<file path="config.mk">
export PLATFORM = sky130hd
export DESIGN_NAME = lin_autobaud
export DESIGN_NICKNAME = d
export VERILOG_FILES = /design/src/rtl/lin_ab_pkg.sv /design/src/rtl/lin_ab_edge.sv /design/src/rtl/lin_ab_timer.sv /design/src/rtl/lin_ab_div.sv /design/src/rtl/lin_ab_flags.sv /design/src/rtl/lin_autobaud.sv
export SDC_FILE = /design/constraint.sdc
export NUM_CORES = 1
export LEC_CHECK = 0
export BUFFER_PORTS_ARGS = -buffer_cell sky130_fd_sc_hd__buf_2
export CORE_MARGIN = 4
export CORE_UTILIZATION = 39
export CTS_BUF_LIST = sky130_fd_sc_hd__clkbuf_2 sky130_fd_sc_hd__clkbuf_4 sky130_fd_sc_hd__clkbuf_8
export DETAILED_ROUTE_END_ITERATION = 6
export GPL_TIMING_DRIVEN = 1
export PLACE_DENSITY = 0.56
export SYNTH_ARGS = -nofsm -noshare
export SYNTH_HDL_FRONTEND = slang
export SYNTH_SLANG_ARGS = --single-unit
</file>
<file path="constraint.sdc">
create_clock -name clk_i -period 4.4 [get_ports clk_i]
set_clock_uncertainty 0.2 [all_clocks]
set_input_delay 0.66 -clock clk_i [delete_from_list [all_inputs] [get_ports clk_i]]
set_output_delay 0.66 -clock clk_i [all_outputs]
set_load 0.05 [all_outputs]
</file>
<file path="src/rtl/lin_ab_pkg.sv">
package lin_ab_pkg;
  typedef enum logic [1:0] {
    ST_IDLE  = 2'd0,
    ST_ARMED = 2'd1,
    ST_MEAS  = 2'd2
  } ab_state_e;
endpackage

</file>
<file path="src/rtl/lin_ab_edge.sv">
module lin_ab_edge (
  input  logic clk_i,
  input  logic rst_ni,
  input  logic rx_i,
  output logic fall_o
);
  logic rx_q;

  always_ff @(posedge clk_i or negedge rst_ni) begin
    if (!rst_ni) rx_q <= 1'b1;
    else         rx_q <= rx_i;
  end

  assign fall_o = rx_q & ~rx_i;
endmodule

</file>
<file path="src/rtl/lin_ab_timer.sv">
module lin_ab_timer
  import lin_ab_pkg::*;
#(
  parameter int CNT_W      = 16,
  parameter int SYNC_FALLS = 4
) (
  input  logic             clk_i,
  input  logic             rst_ni,
  input  logic             fall_i,
  input  logic             slave_mode_i,
  input  logic             arm_i,
  output logic             ok_o,
  output logic             ovf_o,
  output logic [CNT_W:0]   span_o
);
  localparam int FW = $clog2(SYNC_FALLS + 1);
  localparam logic [FW-1:0] LAST = FW'(SYNC_FALLS - 1);

  ab_state_e        st_q, st_d;
  logic [CNT_W-1:0] cnt_q, cnt_d;
  logic [FW-1:0]    nf_q, nf_d;
  logic [CNT_W:0]   inc;
  logic             final_edge, live;

  assign inc        = {1'b0, cnt_q} + 1'b1;
  assign live       = slave_mode_i & ~arm_i & (st_q == ST_MEAS);
  assign final_edge = fall_i & (nf_q == LAST);
  assign ok_o       = live & final_edge;
  assign ovf_o      = live & ~final_edge & inc[CNT_W];
  assign span_o     = inc;

  always_comb begin
    st_d  = st_q;
    cnt_d = cnt_q;
    nf_d  = nf_q;
    if (!slave_mode_i) begin
      st_d = ST_IDLE;
    end else if (arm_i) begin
      st_d = ST_ARMED;
    end else begin
      unique case (st_q)
        ST_ARMED: if (fall_i) begin
          st_d  = ST_MEAS;
          cnt_d = '0;
          nf_d  = '0;
        end
        ST_MEAS: begin
          cnt_d = inc[CNT_W-1:0];
          if (ok_o || ovf_o) st_d = ST_IDLE;
          else if (fall_i)   nf_d = nf_q + 1'b1;
        end
        default: ;
      endcase
    end
  end

  always_ff @(posedge clk_i or negedge rst_ni) begin
    if (!rst_ni) begin
      st_q  <= ST_IDLE;
      cnt_q <= '0;
      nf_q  <= '0;
    end else begin
      st_q  <= st_d;
      cnt_q <= cnt_d;
      nf_q  <= nf_d;
    end
  end
endmodule

</file>
<file path="src/rtl/lin_ab_div.sv">
module lin_ab_div #(
  parameter int              CNT_W   = 16,
  parameter logic [CNT_W-1:0] DIV_RST = 16
) (
  input  logic             clk_i,
  input  logic             rst_ni,
  input  logic             load_i,
  input  logic [CNT_W:0]   span_i,
  output logic [CNT_W-1:0] div_o
);
  localparam int SW = CNT_W + 2;
  logic [SW-1:0] sum;

  // round to nearest: (span + 4) / 8
  assign sum = {1'b0, span_i} + SW'(4);

  always_ff @(posedge clk_i or negedge rst_ni) begin
    if (!rst_ni)     div_o <= DIV_RST;
    else if (load_i) div_o <= CNT_W'(sum >> 3);
  end
endmodule

</file>
<file path="src/rtl/lin_ab_flags.sv">
module lin_ab_flags (
  input  logic clk_i,
  input  logic rst_ni,
  input  logic done_set_i,
  input  logic err_set_i,
  input  logic rd_stat_i,
  input  logic rd_data_i,
  input  logic slave_mode_i,
  input  logic irq_en_i,
  output logic done_o,
  output logic err_o,
  output logic irq_o
);
  logic done_q, err_q;

  // set beats clear
  always_ff @(posedge clk_i or negedge rst_ni) begin
    if (!rst_ni) begin
      done_q <= 1'b0;
      err_q  <= 1'b0;
    end else begin
      if (done_set_i)     done_q <= 1'b1;
      else if (rd_stat_i) done_q <= 1'b0;
      if (err_set_i)      err_q  <= 1'b1;
      else if (rd_data_i) err_q  <= 1'b0;
    end
  end

  assign done_o = done_q & slave_mode_i;
  assign err_o  = err_q;
  assign irq_o  = done_o & irq_en_i;
endmodule

</file>
<file path="src/rtl/lin_autobaud.sv">
module lin_autobaud #(
  parameter int               CNT_W      = 16,
  parameter int               SYNC_FALLS = 4,
  parameter logic [CNT_W-1:0] DIV_RST    = 16
) (
  input  logic             clk_i,
  input  logic             rst_ni,
  input  logic             rx_i,
  input  logic             slave_mode_i,
  input  logic             arm_i,
  input  logic             irq_en_i,
  input  logic             rd_stat_i,
  input  logic             rd_data_i,
  input  logic             rx_ovr_i,
  output logic [CNT_W-1:0] divisor_o,
  output logic             done_o,
  output logic             err_o,
  output logic             irq_o
);
  logic           fall, meas_ok, meas_ovf, done_set, err_set;
  logic [CNT_W:0] span;

  assign done_set = meas_ok | meas_ovf;
  assign err_set  = meas_ovf | rx_ovr_i;

  lin_ab_edge u_edge (
    .clk_i (clk_i),
    .rst_ni(rst_ni),
    .rx_i  (rx_i),
    .fall_o(fall)
  );

  lin_ab_timer #(.CNT_W(CNT_W), .SYNC_FALLS(SYNC_FALLS)) u_timer (
    .clk_i       (clk_i),
    .rst_ni      (rst_ni),
    .fall_i      (fall),
    .slave_mode_i(slave_mode_i),
    .arm_i       (arm_i),
    .ok_o        (meas_ok),
    .ovf_o       (meas_ovf),
    .span_o      (span)
  );

  lin_ab_div #(.CNT_W(CNT_W), .DIV_RST(DIV_RST)) u_div (
    .clk_i (clk_i),
    .rst_ni(rst_ni),
    .load_i(meas_ok),
    .span_i(span),
    .div_o (divisor_o)
  );

  lin_ab_flags u_flags (
    .clk_i       (clk_i),
    .rst_ni      (rst_ni),
    .done_set_i  (done_set),
    .err_set_i   (err_set),
    .rd_stat_i   (rd_stat_i),
    .rd_data_i   (rd_data_i),
    .slave_mode_i(slave_mode_i),
    .irq_en_i    (irq_en_i),
    .done_o      (done_o),
    .err_o       (err_o),
    .irq_o       (irq_o)
  );
endmodule

</file>
Word-level counts from Yosys, hierarchy flattened
Cells that the tools add are included.
- add/subtract/negate cells: 3
- multiply operators: 0
- divide/modulo/power cells: 0
- magnitude comparators: 0
- equal/unequal tests: 9
- shifts and indexed selects: 0
- multiplexer cells: 15
- bitwise logic cells: 14
- reductions and logical operators: 7
- operators by type and width (operator ; count):
    16-bit one-hot mux with 2 select lines ; 1
    17-bit by 3-bit adder with 18-bit output, second input constant ; 1
    16-bit by 1-bit adder with 17-bit output, second input constant ; 1
    16-bit 2-to-1 mux ; 1
    1-bit AND ; 9
    3-bit 2-to-1 mux ; 3
    2-bit 2-to-1 mux ; 4
    3-bit one-hot mux with 2 select lines ; 1
    6-bit AND reduction ; 1
    2-bit nonzero test ; 3
    1-bit 2-to-1 mux ; 4
    2-bit by 1-bit inequality test with 1-bit output, second input constant ; 2
    4-bit by 1-bit inequality test with 1-bit output, second input constant ; 1
    4-bit by 3-bit inequality test with 1-bit output, second input constant ; 1
    4-bit inequality test, second input constant ; 1
    2-bit one-hot mux with 2 select lines ; 1
    4-bit AND reduction ; 1
    3-bit by 1-bit adder with 3-bit output, second input constant ; 1
    3-bit by 2-bit == test with 1-bit output, second input constant ; 1
    1-bit NOT ; 3
    3-bit AND reduction ; 1
    2-bit by 1-bit == test with 1-bit output, second input constant ; 1
    2-bit == test, second input constant ; 1
    2-bit inequality test, second input constant ; 1
    other kinds (2) ; 3
- register bits after elaboration: 39
- latch bits: 0
- bits in writable memories: 0
- ROM bits: 0
- input port bits: 9
- output and inout bits: 19
- logic and storage cells: 55
- memories: 0

Longest topological paths before layout
Gate-level depths: netlist of the first run.
- depth in word-level cells: 11
- depth in mapped cells: 9
- depth with buffers taken out: 8

Modules after synthesis
A second synthesis of the first run with hierarchy kept.
- cell total of the unflattened synthesis: 257
- area total of the unflattened synthesis: 2332.2 um2
- modules (own cells, without submodules) (module ; times used ; cells an instance ; area each (um2) ; sequential area each (um2)):
    lin_ab_timer ; 1 ; 148 ; 1318.8 ; 525.5
    lin_ab_div ; 1 ; 97 ; 875.8 ; 376.6
    lin_ab_flags ; 1 ; 8 ; 85.1 ; 50.0
    lin_ab_edge ; 1 ; 2 ; 40.0 ; 26.3
    lin_autobaud ; 1 ; 2 ; 12.5 ; 0.0

Worst setup path before layout of the first run
OpenSTA, ideal clock, no wires.
- path kind: register to register
- from: register u_timer.st_q[0]
- to: register u_div.div_o[12]
- library setup time: 0.131 ns
- arrival: 1.930 ns
- required time: 4.069 ns
- setup slack: 2.138 ns
- stages on the path, launching flop included: 10
- buffers on the path: 1
- clock period less this slack: 2.262 ns
- cell sequence: dfrtp_1 > inv_1 > ha_1 > inv_1 > nor3b_1 > nand2_1 > clkbuf_1 > nand2_1 > o31ai_1 > or3_1
- word-level cells in the longest chain between the ends: 3
- RTL lines (item ; line ; text):
    from (decl) ; lin_ab_timer.sv:19 ; ab_state_e st_q, st_d;
    from (signal assigned) ; lin_ab_timer.sv:63 ; st_q <= st_d;
    2-bit == test ; lin_ab_timer.sv:26 ; assign live = slave_mode_i & ~arm_i & (st_q == ST_MEAS);
    1-bit AND ; lin_ab_timer.sv:26 ;
    1-bit AND ; lin_ab_timer.sv:28 ; assign ok_o = live & final_edge;
    to (signal assigned) ; lin_ab_div.sv:19 ; else if (load_i) div_o <= CNT_W'(sum >> 3);
    to (decl) ; lin_ab_div.sv:9 ; output logic [CNT_W-1:0] div_o
No other way between the ends.
A chain may end at the register's enable or synchronous reset.

Worst setup path after layout of the first run
Same ends and word-level chain as after synthesis.

==> out/qor.csv, run 1 <==
metric,value,unit
p_comb_share,8.8,%
crit_path_max_incr_delay,0.70,ns
area_growth,8.38,%
cp_cell_sequence,"inv_1, ha_1, inv_1, nor3b_1, nand2_1, nand2_1, o31ai_1, or3_1",
cp_max_fo,30,
syn_area,2570,um^2
syn-num-nets,297,
cts_buffers,5,
drv_cap,0,
cts_hold_buf,0,
clkLatencyLatePin,0.29,ns
vias_per_cell,5.50,
grtUsageTotal,15.4,%
antenna_found_initial,0,
max_freq,326,MHz
tightestPinTransition,0.900,ns
share_seq_of_total_power,56.1,%
hold_violations,0,
required,4.37,ns
critPathBufInv,2,
fin_nets,313,
setup_viol,0,
holdWs,0.268,ns
reg2reg_from,u_timer.st_q[0],
cp_slowest_cell,nand2_1,
cts_max_path_buffers,2,
min_to,u_edge.rx_q,
intPower,0.513,mW
dominantRegCellSynth,dfrtp_1,
synth_edf_count,0,
synthArstFlopShare,100,%
vias,2064,
power,0.707,mW
r2r_setup_slack,1.33,ns
ff2ff_path_depth,8,
grt_max_degree,40,
clock_tree.root_cell,clkbuf_8,
fin_ws,1.33,ns
wire_per_inst,15.1,um
ys_ff_latch,39,
drtPass1Iterations,4,
finalCriticalPeriod,3.07,ns
grt_pass1_wl,9490,um
crit_family,simple AND/OR/NAND/NOR gates,
relSlewSlack,40.0,%
cts.htree.levels,2,
die_y,89.2,um
p_leak,1.17,nW
netlist_instances,281,
yosysWarnings,0,
portBuffers,26,
hold_class,primary input to register,
io_pins,28,
fp.dieW,89.2,um
criticalPathCategory,register to register,
arrival,3.04,ns
setup_tns,0,ns
ant_nets,0,
clock_power_share,35.1,%
start_util,40.2,%
drv_slew,0,
hp-start,rx_i,
timing.rr.end,u_div.div_o[12],
ys_types,61,
rsz0062_at_grt,no,
cts_resized,0,
dieArea,7950,um^2
dp_hpwl,4060,um
p_sw,0.194,mW
n_antenna_cell,0,
dpl_worst_slack,1.32,ns
place.gp.congestion,0.840,
synth.avg_cell_area,9.14,um^2
min_path_cells,1,
swShare,27.4,%
clock-sinks,39,
cts_tree,done,
period_share,69.7,%
first_iter_violations,126,
outcome,"finished, final reports clean",
endpoint_kind,register,
grt_pass1_vias,1946,
layout-drive-gt1-share,18.8,%
path_clk_slew,0.08,ns
ir_drop,168,uV
post-cts-setup-buffers,0,
critPathLaunchType,register,
fin_util,43.6,%
fp-row-count,29,
grt_remaining_overflow,0,
fp.coreArea,6390,um^2
ys_seq_area_share,38.1,%
mostFrequentLayoutCells,"dfrtp_1, nand2_1, o21ai_0",
power_density,254,nW/um^2
wl,5680,um
drc,0,
final_common_cell,dfrtp_1,
[state kept, by name (all words and copies together) (netlist names)]
name,flops
u_timer.cnt_q,16
u_div.div_o,15
u_timer.nf_q,3
u_timer.st_q,2
u_edge.rx_q,1
u_flags.done_q,1
u_flags.err_o,1
[final cells by class]
class                   instances  area, um^2
fillers                       640        3600
multi-input cells             211        1430
flip-flops and latches         39         978
repair buffers                 28         145
well taps                      77        96.3
clock buffers                   6        76.3
inverters                      12        45.0
clock inverters                 2        12.5
[power by group through the flow]
stage	Sequential [mW]	Combinational [mW]	Clock [mW]
after global placement	0.403	0.0623	0
final	0.397	0.0626	0.248
after CTS	0.396	0.0640	0.258
after detailed placement	0.403	0.0638	0
after global routing	0.399	0.0716	0.272
after floorplan	0.392	0.0554	0
[logic make-up (layout without fill, tap and decap cells)]
logic type,Yosys count,after routing,share of synthesized area [%]
AND/OR/NAND/NOR,109,109,24.9
AO/OA/AOI/OAI,66,66,17.3
flip-flops,39,39,38.1
buffers and inverters,31,48,6.23
XOR/XNOR,24,24,8.18
adder cells (fa/ha/maj),7,7,3.41
multiplexers,4,4,1.66
other,1,1,0.146
[worst max path at each step]
stage / start / cells past startpoint / endpoint
floorplan: u_timer.st_q[0] / 9 / u_div.div_o[12]
global placement: u_timer.st_q[0] / 8 / u_div.div_o[12]
detailed placement: u_timer.st_q[0] / 8 / u_div.div_o[12]
CTS: u_timer.st_q[0] / 8 / u_div.div_o[12]
global route: u_timer.st_q[0] / 8 / u_div.div_o[12]
finish: u_timer.st_q[0] / 8 / u_div.div_o[12]
[layer usage]
layer	vias up	track usage, %	wire length, um
met5	-	0	0
met4	0	4.06	51
met3	5	2.86	248
met2	35	24.5	2600
met1	998	21.3	2780
li1	1026	-	-
[stage by stage]
| step | instances | area (um^2) |
|---|---|---|
| 4_1_cts | 375 | 2780 |
| 3_3_place_gp | 367 | 2700 |
| 3_5_place_dp | 367 | 2700 |
| 6_report | 375 | 2780 |
| 2_1_floorplan | 281 | 2570 |
| 5_1_grt | 375 | 2780 |
[cell usage after synthesis, types with 2 or more instances]
library cell,count,area [um^2]
a21oi_2,2,17.5
buf_2,4,20.0
dfrtp_1,37,926
nand3_1,9,45.0
or3_1,3,18.8
nor4_1,6,37.5
nor3_1,9,45.0
nand3b_1,3,22.5
mux2i_1,2,20.0
nand4_4,2,42.5
inv_1,12,45.0
and3_1,5,31.3
a22oi_1,2,15.0
nand4_1,3,18.8
clkbuf_1,6,22.5
nor2_1,13,48.8
nor3b_1,5,37.5
xor2_1,12,105
a22o_1,3,26.3
buf_4,6,45.0
and2_1,4,25.0
xnor2_1,12,105
a21oi_1,8,40.0
nor4b_2,2,30.0
dfstp_2,2,52.6
nand2_1,31,116
nand2b_1,3,18.8
o21ai_1,2,10.0
o31ai_1,4,30.0
nor2b_1,3,18.8
buf_6,2,22.5
o21ai_0,28,140
ha_1,7,87.6
a211oi_2,2,25.0
(Power assumes the default switching activity.)
==> inputs of run 2 (changes only) <==
- ABC_AREA: default -> 1
- clock period: 4.4 -> 3.1 ns (I/O delays scaled with it)
==> run 2 against run 1 <==
First-iteration DRC count is 7.9% higher; combinational power increased by 120%; worst setup slack got worse by 0.47 ns; register-to-register slack worse by 0.47 ns; power rose by 51%; via count up 2.5%; critical path depth rose by 2; critical path type unchanged; wire length fell by 3.8%.
==> out/qor.csv, run 2 <==
metric,value,unit,change
dominantRegCellSynth,dfrtp_1,,
endpoint_kind,register,,
p_leak,1.32,nW,+12%
critPathLaunchType,register,,
hold_class,primary input to register,,
cpMostUsedCell,nand3_1,,
cp_max_fo,6,,-80%
fp-row-count,28,,-3.4%
cp_slowest_cell,dfrtp_1,,
cts_hold_buf,0,,unchanged
clkLatencyLatePin,0.29,ns,about the same
criticalPathCategory,register to register,,
timing.rr.end,u_div.div_o[11],,
die_y,86.8,um,-2.7%
io_pins,28,,unchanged
drv_slew,0,,unchanged
synth_most_common_cell,nand2_1,,
largest_reg_flops,16,,unchanged
cts_resized,0,,unchanged
synth_top_area_share,38.3,%,+2.2 points
wl,5460,um,-3.8%
cts_tree,done,,
mostFrequentLayoutCells,"nand2_1, inv_1, dfrtp_1",,
syn_area,2420,um^2,-5.8%
syn-num-nets,346,,+16%
rsz0062_at_grt,no,,
required,3.09,ns,-1.28 ns
critPathCapture,u_div.div_o[11],,
first_iter_violations,136,,+7.9%
vias_per_cell,4.86,,-12%
cts_max_path_buffers,2,,unchanged
drv_cap,0,,unchanged
num-fill-cells,621,,-3.0%
critPathBufInv,0,,-2
final_common_cell,nand2_1,,
fin_ws,0.863,ns,-0.472 ns
tightestPinTransition,0.906,ns,+0.00587 ns
synth.avg_cell_area,7.33,um^2,-20%
drc,0,,unchanged
clock_tree.root_cell,clkbuf_8,,
portBuffers,26,,unchanged
synthTopCellsByCount,"nand2_1, inv_1, dfrtp_1, nor2_1, nand3_1",,
setup_tns,0,ns,unchanged
r2r_setup_slack,0.86,ns,-0.47 ns
regMostFlops,u_timer.cnt_q,,
reg2reg_from,u_timer.cnt_q[2],,
n_antenna_cell,0,,unchanged
cp_cell_sequence,"nand3_2, xor2_1, ha_1, nand3_1, nor2_2, nand2_2, nor2_4, nand4_1, nand3_1, nand2_1",,
dieArea,7530,um^2,-5.3%
clock-sinks,39,,unchanged
ys_types,29,,-52%
grt_pass1_wl,9800,um,+3.3%
dpl_worst_slack,0.847,ns,-0.471 ns
path_clk_slew,0.08,ns,about the same
cts.htree.levels,2,,unchanged
ant_nets,0,,unchanged
fp.dieW,86.8,um,-2.7%
hold_violations,0,,unchanged
ys_ff_latch,39,,unchanged
min_path_cells,1,,unchanged
hp-start,rx_i,,
finalCriticalPeriod,2.24,ns,-0.828 ns
ff2ff_path_depth,10,,+2
synthArstFlopShare,100,%,unchanged
outcome,"finished, final reports clean",,
crit_path_max_incr_delay,0.49,ns,-0.21 ns
power_density,393,nW/um^2,+55%
max_freq,447,MHz,+37%
antenna_found_initial,0,,unchanged
synthTopCellsByArea,"dfrtp_1, nand2_1, inv_1",,
path_depth,10,,+2
crit_family,simple AND/OR/NAND/NOR gates,,
start_util,40.6,%,+0.39 points
grtUsageTotal,16.5,%,+1.1 points
ys_seq_area_share,40.5,%,+2.4 points
grt_max_degree,40,,unchanged
yosys.area.top_type,dfrtp_1,,
cp-startpoint,u_timer.cnt_q[2],,
grt_pass1_vias,2106,,+8.2%
setup_viol,0,,unchanged
grt_remaining_overflow,0,,unchanged
fp.coreArea,5960,um^2,-6.7%
period_share,72.2,%,+2.5 points
wire_per_inst,12.6,um,-17%
relSlewSlack,39.6,%,-0.39 points
layout-drive-gt1-share,18.9,%,+0.097 points
post-cts-setup-buffers,0,,unchanged
arrival,2.22,ns,-0.82 ns
cts_buffers,5,,unchanged
netlist_instances,330,,+17%
ir_drop,180,uV,+6.8%
place.gp.congestion,0.903,,+7.5%
fin_util,45.7,%,+2.1 points
fin_nets,375,,+20%
drtPass1Iterations,4,,unchanged
reg_top3,"u_timer.cnt_q: 16 flops, u_div.div_o: 15 flops, u_timer.nf_q: 3 flops",,
dp_hpwl,4140,um,+2.0%
synth_edf_count,0,,unchanged
area_growth,12.5,%,
vias,2116,,+2.5%
yosysWarnings,0,,unchanged
[run 2: cell types whose count changed in the layout (fill, tap and decap cells not counted), sizes merged, moves of 7 or more]
cell | before | now
nor3 | 10 | 2
o21ai | 30 | 18
nor4 | 7 | 0
nand2 | 31 | 112
nor2 | 13 | 38
o22ai | 0 | 12
xnor2 | 12 | 1
inv | 12 | 46
a21oi | 10 | 2
nand3 | 10 | 30
[run 2: cells by family after synthesis]
family | count (synthesis) | synth area share (%)
flip-flops | 39 | 40.5
adder cells (fa/ha/maj) | 7 | 3.62
other | 1 | 0.155
AO/OA/AOI/OAI | 35 | 8.33
buffers and inverters | 53 | 8.64
AND/OR/NAND/NOR | 187 | 35.9
XOR/XNOR | 8 | 2.90
[run 2: through the flow]
step	total power [mW]	hold WS (ns)	std cells	instance area, um^2
after floorplan	0.666	-0.0306	330	2420
after global placement	0.709	0.260	427	2630
after detailed placement	0.711	0.261	427	2630
after CTS	1.09	0.0700	435	2720
after global routing	1.14	0.0609	435	2720
final	1.07	0.0821	435	2720
[run 2: layout make-up]
class | count | area, um^2 | area share (%)
clock buffer | 7 | 90.1 | 3.31
sequential | 39 | 978 | 36.0
tap | 75 | 93.8 | 3.45
clock inverter | 1 | 5.00 | 0.184
timing repair buffer | 28 | 145 | 5.34
inverter | 47 | 176 | 6.49
multi-input combinational | 238 | 1230 | 45.3
[run 2: worst min-delay path by stage]
stage / endpoint / slack, ns
finish: u_edge.rx_q / 0.08
global route: u_edge.rx_q / 0.06
floorplan: u_div.div_o[0] / -0.03
detailed placement: u_div.div_o[11] / 0.26
global placement: u_div.div_o[10] / 0.26
CTS: u_edge.rx_q / 0.07
[run 2: power breakdown]
| group | total [mW] | internal, mW | leakage, nW | switching (mW) |
|---|---|---|---|---|
| combinational | 0.135 | 0.0428 | 0.739 | 0.0920 |
| sequential | 0.564 | 0.535 | 0.525 | 0.0296 |
| clock | 0.371 | 0.189 | 0.0517 | 0.182 |
| total | 1.07 | 0.766 | 1.32 | 0.304 |
[run 2: metal layers]
metal | vias to the layer above | part of all wire, % | GRT usage [%]
li1 | 1100 | - | -
met1 | 971 | 48 | 21.9
met2 | 39 | 48 | 27.1
met3 | 6 | 3.2 | 3.71
met4 | 0 | 0.81 | 4.25
met5 | - | 0 | 0
